[src/rtl/oe_interleaver.sv]
module oe_interleaver #(
  parameter int ROWS = 3,
  parameter int COLS = 5
) (
  input  logic                 clk,
  input  logic                 rst_n,
  input  logic                 in_valid,
  output logic                 in_ready,
  input  logic                 in_bit,
  output logic                 out_valid,
  input  logic                 out_ready,
  output logic                 out_bit,
  output logic [((ROWS*COLS) > 1 ? $clog2(ROWS*COLS) : 1)-1:0] out_index,
  output logic                 out_last
);
  localparam int N  = ROWS * COLS;
  localparam int IW = (N > 1) ? $clog2(N) : 1;
  localparam int RW = (ROWS > 1) ? $clog2(ROWS) : 1;
  localparam int CW = (COLS > 1) ? $clog2(COLS) : 1;

  logic [N-1:0]  mem [2];
  logic [1:0]    full, full_nxt;
  logic          wr_bank, rd_bank;
  logic [IW-1:0] wr_cnt;
  logic [RW-1:0] rd_row;
  logic [CW-1:0] rd_col;

  wire wr_fire = in_valid && in_ready;
  wire rd_fire = out_valid && out_ready;
  wire wr_end  = (wr_cnt == IW'(N - 1));
  wire row_end = (rd_row == RW'(ROWS - 1));
  wire col_end = (rd_col == CW'(COLS - 1));

  assign in_ready  = !full[wr_bank];
  assign out_valid = full[rd_bank];
  assign out_index = IW'(IW'(rd_row) * IW'(COLS)) + IW'(rd_col);
  assign out_bit   = mem[rd_bank][out_index];
  assign out_last  = out_valid && row_end && col_end;

  always_ff @(posedge clk)
    if (wr_fire) mem[wr_bank][wr_cnt] <= in_bit;

  always_comb begin
    full_nxt = full;
    if (wr_fire && wr_end) full_nxt[wr_bank] = 1'b1;
    if (rd_fire && row_end && col_end) full_nxt[rd_bank] = 1'b0;
  end

  always_ff @(posedge clk) begin
    if (!rst_n) begin
      full    <= '0;
      wr_bank <= 1'b0;
      rd_bank <= 1'b0;
      wr_cnt  <= '0;
      rd_row  <= '0;
      rd_col  <= '0;
    end else begin
      full <= full_nxt;
      if (wr_fire) begin
        wr_cnt <= wr_end ? '0 : wr_cnt + 1'b1;
        if (wr_end) wr_bank <= !wr_bank;
      end
      if (rd_fire) begin
        if (!row_end) begin
          rd_row <= rd_row + 1'b1;
        end else begin
          rd_row <= '0;
          if (col_end) begin
            rd_col  <= '0;
            rd_bank <= !rd_bank;
          end else begin
            rd_col <= rd_col + 1'b1;
          end
        end
      end
    end
  end

  initial begin
    AST_ODD_DIMS: assert (ROWS % 2 == 1 && COLS % 2 == 1)
      else $error("ROWS and COLS must both be odd");
  end

  AST_PARITY_ALT: assert property (@(posedge clk) disable iff (!rst_n)
    (rd_fire && !out_last) |=> (!out_valid || out_index[0] != $past(out_index[0])));

  AST_STALL_HOLD: assert property (@(posedge clk) disable iff (!rst_n)
    (out_valid && !out_ready) |=> (out_valid && $stable(out_index) && $stable(out_bit)));

  AST_INDEX_RANGE: assert property (@(posedge clk) disable iff (!rst_n)
    out_valid |-> (out_index < IW'(N)));

  AST_FRAME_RESTART: assert property (@(posedge clk) disable iff (!rst_n)
    (rd_fire && out_last) |=> (!out_valid || out_index == '0));
endmodule

[config.mk]
export PLATFORM = sky130hd
export DESIGN_NAME = oe_interleaver
export DESIGN_NICKNAME = d
export VERILOG_FILES = /design/src/rtl/oe_interleaver.sv
export SDC_FILE = /design/constraint.sdc
export NUM_CORES = 1
export LEC_CHECK = 0
export BUFFER_PORTS_ARGS = -buffer_cell sky130_fd_sc_hd__clkbuf_2
export CAP_MARGIN = 30
export CORE_ASPECT_RATIO = 1.25
export CORE_UTILIZATION = 50
export DETAILED_ROUTE_END_ITERATION = 10
export PLACE_DENSITY_LB_ADDON = 0.05
export SYNTH_ARGS = -nofsm -noshare
export SYNTH_HDL_FRONTEND = slang
export SYNTH_SLANG_ARGS = --single-unit
[constraint.sdc]
create_clock -name clk -period 3.45 [get_ports clk]
set_input_delay 0.1725 -clock clk [delete_from_list [all_inputs] [get_ports clk]]
set_output_delay 0.1725 -clock clk [all_outputs]
set_load 0.03 [all_outputs]
After elaboration in Yosys (flattened, before gate mapping)
Memory sizes are Yosys's and may differ from the RTL's. A register that Yosys moved wholly into a read port is not among the register bits.
Index checks and enable logic that the tools add are counted.
Word-level totals
  register bits: 13
  bits in latches: 0
  RAM bits: 30
  memory bits (read-only): 0
  word-level logic and storage cells: 62
  memories kept: 1
Operators by class
  add/subtract/negate cells: 4
  multipliers: 1
  divide/modulo/power cells: 0
  $lt $le $gt $ge: 7
  eq/ne operators: 3
  shift-type cells: 0
  muxes and demuxes: 21
  bitwise gates (word level): 3
  reductions and logical operators: 16
Memories
  mem: words 2, width 15, rd ports 1, clocked after Yosys merged registers in 1, write ports 1, line 21  | logic [N-1:0] mem [2];
Operator list (number)
  two-way mux 15 bit: 1
  two-way mux 1 bit: 11
  logical AND 1 bit: 10
  less-than comparator 4 x 5 -> 1 bit (second input constant): 2
  two-way mux 2 bit: 3
  adder 4 x 1 -> 4 bit (second input constant): 1
  adder 4 x 3 -> 4 bit: 1
  binary-select mux 1 bit (select 4 bit): 1
  demux 1 bit (select 4 bit): 1
  == test 4 bit (second input constant): 1
  greater-or-equal comparator 4 x 1 -> 1 bit (second input constant): 1
  less-than comparator 1 x 2 -> 1 bit (second input constant): 2
  multiplier 2 x 3 -> 4 bit (second input constant): 1
  two-way mux 4 bit: 1
  AND reduction 2 bit: 2
  adder 3 x 1 -> 3 bit (second input constant): 1
  == test 3 bit (second input constant): 1
  zero test 1 bit: 3
  two-way mux 3 bit: 1
  AND reduction 3 bit: 1
  adder 2 x 1 -> 2 bit (second input constant): 1
  AND 2 bit: 1
  demux 1 bit (select 1 bit): 2
  == test 2 bit (second input constant): 1
  3 further kinds: 4

Logic depth before layout (Yosys ltp)
  depth after elaboration: 8
  depth in mapped cells: 7
  gate-level depth less buffers: 7

Least setup slack after synthesis
Ideal clock, no wire load.
  path kind: register -> output
  from: reg rd_row[1]
  to: out out_bit
  arrival time: 2579 ps
  slack: 699 ps
  cell stages (with the launch flop): 7
  path buffers: 0
  path through: dfxtp_1 ha_1 ha_1 fa_1 xnor2_1 xnor2_1 o311ai_1
On the way
  longest elaborated chain between the ends: 4
Ends and longest elaborated chain
  start, declared: line 25  | logic [RW-1:0] rd_row;
  start signal, assigned: line 65  | rd_row <= rd_row + 1'b1;
  multiplier 2 x 3 -> 4 bit: line 36  | assign out_index = IW'(IW'(rd_row) * IW'(COLS)) + IW'(rd_col);
  adder 4 x 3 -> 4 bit: line 36
  named net out_index, one bit: line 13  | output logic [((ROWS*COLS) > 1 ? $clog2(ROWS*COLS) : 1)-1:0] out_index,
  binary-select mux 1 bit (select 4 bit): line 37  | assign out_bit = mem[rd_bank][out_index];
  two-way mux 1 bit (implied by the code): line 37
  end, declared: line 12  | output logic out_bit,
The timed path passes the listed nets, and every way through them passes these cells. The select of a mux whose other input is x is not followed.

Final worst setup path
  from: reg rd_row[1]
  to: out out_bit
On the way
  longest elaborated chain between the ends: 4
Ends and longest elaborated chain (line)
  multiplier 2 x 3 -> 4 bit: 36
  adder 4 x 3 -> 4 bit: 36
  binary-select mux 1 bit (select 4 bit): 37
  two-way mux 1 bit (implied by the code): 37
No other way between the ends. The select of a mux whose other input is x is not followed.

==> results_dict.tcl <==
set metrics [dict create \
    status "complete, no violations" \
    worst_clock_skew_ns 0.00914 \
    rows 26 \
    worstSetupEndpoint "out_bit" \
    worstSetupStartpoint "rd_row[1]" \
    die_height_um 75.0 \
    grt_first_pass_wirelength_mm 6.27 \
    drcViolationCount 0 \
    route.detailed.vias_per_inst 5.62 \
    port_buffers 12 \
    switching_share 0.198 \
    worst_ep_arrival_time_ns 2.82 \
    fp.dieArea_mm2 0.00453 \
    ys_warn_count 0 \
    hp-start "out_ready" \
    number_of_global_route_vias_before_repair 1291 \
    initial_core_util 0.520 \
    tritoncts "yes" \
    finalCritPeriodShare 0.868 \
    cp_required_ns 3.28 \
    wl_per_cell_um 16.3 \
    rrSetupSlack_ns 1.21 \
    detailedRoute.firstIterationViolations 54 \
    die_width_um 60.4 \
    largest_net_degree_at_the_start_of_global_routing 31 \
    post_cts_resized 0 \
    synth.largest_area_cell "sky130_fd_sc_hd__edfxtp_1" \
    postSynthRegisterBits 44 \
    clock_path_buffers 2 \
    postSynthAreaPerCell_um2 11.9 \
    power_leakage_nw 0.803 \
    synth_top_cells_by_area "sky130_fd_sc_hd__edfxtp_1 (42%), sky130_fd_sc_hd__dfxtp_1 (13%), sky130_fd_sc_hd__nor2_1 (5.3%), sky130_fd_sc_hd__mux4_1 (4.9%), sky130_fd_sc_hd__ha_1 (3.5%)" \
    hold_path_class "in2reg" \
    overflow 0 \
    remaining_antenna_violation_count 0 \
    cts.htree.levels 2 \
    synthesis.nets 191 \
    setup_viol 0 \
    vdd.ir_drop.worst_v 0.000299 \
    worstSetupEndpointType "primary output" \
    register_clock_pin_slew_on_the_reported_worst_setup_and_hold_paths_ns 0.08 \
    p_switching_mw 0.200 \
    worstPathMaxFanout 6 \
    ys_seq_area_frac 0.554 \
    cts.sink_count 44 \
    postCtsSetupBuffers 0 \
    worst_slew_margin_rel 0.668 \
    quantity_of_hold_fixing_buffers_added_after_cts 0 \
    layout_min_cycle_time_ns 3.00 \
    pwr_density_cell_mw_per_mm2 433 \
    floorplan.core_area_mm2 0.00410 \
    post_route_cells_drive_above_1_share 0.153 \
    cts-buffers-inserted 5 \
    comb_power_share 0.028 \
    clkLatencyLatePin_ns 0.30 \
    drtPass1Iterations 4 \
    crit-reg2reg-capture "mem[0][13]" \
    synthArstFlopShare 0 \
    synth_common_cells "sky130_fd_sc_hd__edfxtp_1 (30), sky130_fd_sc_hd__nor2_1 (30), sky130_fd_sc_hd__dfxtp_1 (14), sky130_fd_sc_hd__nand2_1 (10), sky130_fd_sc_hd__nand3_1 (7)" \
    power.clock.fraction 0.410 \
    path_class "reg2out" \
    synthToLayoutAreaGrowth_pct 9.51 \
    syn_inst 179 \
    power.share.sequential 0.562 \
    routabilityCongestion 0.752 \
    worstRegToRegCells 4 \
    via_count 1378 \
    synthesis.area_mm2 0.00213 \
    startpoint_of_the_worst_slack_reg_to_reg_timing_path "wr_bank" \
    antenna_cells 0 \
    post_synth_num_cell_types 39 \
    drv.max_cap_violation_count 0 \
    ys.flop_type "sky130_fd_sc_hd__edfxtp_1" \
    initial_antenna_violation_count 0 \
    synth-edff-count 30 \
    critPathLaunchType "register" \
    cts_root_buf "sky130_fd_sc_hd__clkbuf_8" \
    fin_nets 200 \
    design.portCount 13 \
    synth_top_cell_area_share 0.423 \
    total_power_mw 1.01 \
    power_report.internal_total_mw 0.811 \
    final-max-slew-violation-count 0 \
    global_route.usage.total 0.198 \
    post-dp-hpwl_mm 2.93 \
    detail_route.wirelength_mm 4.00 \
    tightest_slew_ns 0.485 \
    fmax_ghz 0.334 \
    fin_tns_setup_ns 0 \
    setup_repair_after_global_routing_missed_its_margin "no" \
    final-hold-violation-count 0 \
]
==> through the flow <==
stage | area [um2] | util | hold WS (ns) | instances | setup slack [ns]
after floorplan | 2130 | - | 0.271 | 179 | 0.699
after global placement | 2210 | 0.540 | 0.501 | 237 | 0.872
after detailed placement | 2210 | 0.540 | 0.521 | 237 | 0.772
after CTS | 2330 | 0.570 | 0.204 | 245 | 0.435
after global routing | 2330 | 0.570 | 0.222 | 245 | 0.322
final | 2330 | 0.570 | 0.205 | 245 | 0.454
==> kinds of logic after synthesis <==
kind of cell	synth area share
AO/OA/AOI/OAI	0.0722
XOR/XNOR	0.0164
adder cells (fa/ha/maj)	0.0446
buffers and inverters	0.0317
flip-flops	0.554
multiplexers	0.104
AND/OR/NAND/NOR	0.177
==> area by class of cell <==
| class | instances | area [um2] |
|---|---|---|
| Timing Repair Buffer | 12 | 60.1 |
| Sequential cell | 44 | 1180 |
| Tap cell | 56 | 70.1 |
| Inverter | 5 | 18.8 |
| Fill cell | 390 | 1760 |
| Clock inverter | 2 | 38.8 |
| Multi-Input combinational cell | 120 | 883 |
| Clock buffer | 6 | 82.6 |
==> per-layer routing <==
metal / wire length (um) / global-route usage
met1: 1740 / 0.245
met2: 2090 / 0.331
met3: 124 / 0.0481
met4: 47 / 0.0749
met5: 0 / 0
==> sequential cells by signal (all words and copies together), names as in the netlist, named ones only <==
name,flops
full,2
wr_bank,1
wr_cnt,4
rd_col,3
rd_bank,1
mem,30
rd_row,2
==> worst min-delay path by stage <==
| stage | endpoint | cells after the start | slack, ns |
|---|---|---|---|
| 2_1_floorplan | mem[0][0] | 0 | 0.27 |
| 3_3_place_gp | rd_col[2] | 2 | 0.50 |
| 3_5_place_dp | rd_col[2] | 2 | 0.52 |
| 4_1_cts | rd_row[1] | 3 | 0.20 |
| 5_1_grt | rd_row[1] | 3 | 0.22 |
| 6_report | rd_row[1] | 3 | 0.20 |
==> power by group through the flow <==
stage               combinational [mW]  sequential, mW  clock [mW]
floorplan                       0.0201           0.578           0
CTS                             0.0294           0.569       0.419
global placement                0.0285           0.581           0
detailed placement              0.0293           0.581           0
finish                          0.0286           0.569       0.414
global route                    0.0323           0.569       0.445
==> critical path: stages (launching register included) <==
cell                       delay (ns)
sky130_fd_sc_hd__dfxtp_1         0.43
sky130_fd_sc_hd__ha_1            0.27
sky130_fd_sc_hd__ha_1            0.22
sky130_fd_sc_hd__fa_1            0.39
sky130_fd_sc_hd__xnor2_1         0.15
sky130_fd_sc_hd__xnor2_1         0.19
sky130_fd_sc_hd__or4_1           0.53
sky130_fd_sc_hd__o311ai_1        0.10
sky130_fd_sc_hd__clkbuf_2        0.25
==> cell usage in the layout (no fill, tap or decap), drive strengths merged, types with 3 or more instances in the layout <==
master,instances
nand3,7
and3,4
mux2i,6
ha,6
nor2,30
nand2,10
inv,5
xnor2,4
a21boi,5
o21a,3
o21ai,3
and2,4
nor2b,3
or3,3
clkbuf,18
edfxtp,30
mux4,5
nor3,4
mux2,3
dfxtp,14
Note: power is estimated with default switching activity, not from simulation.
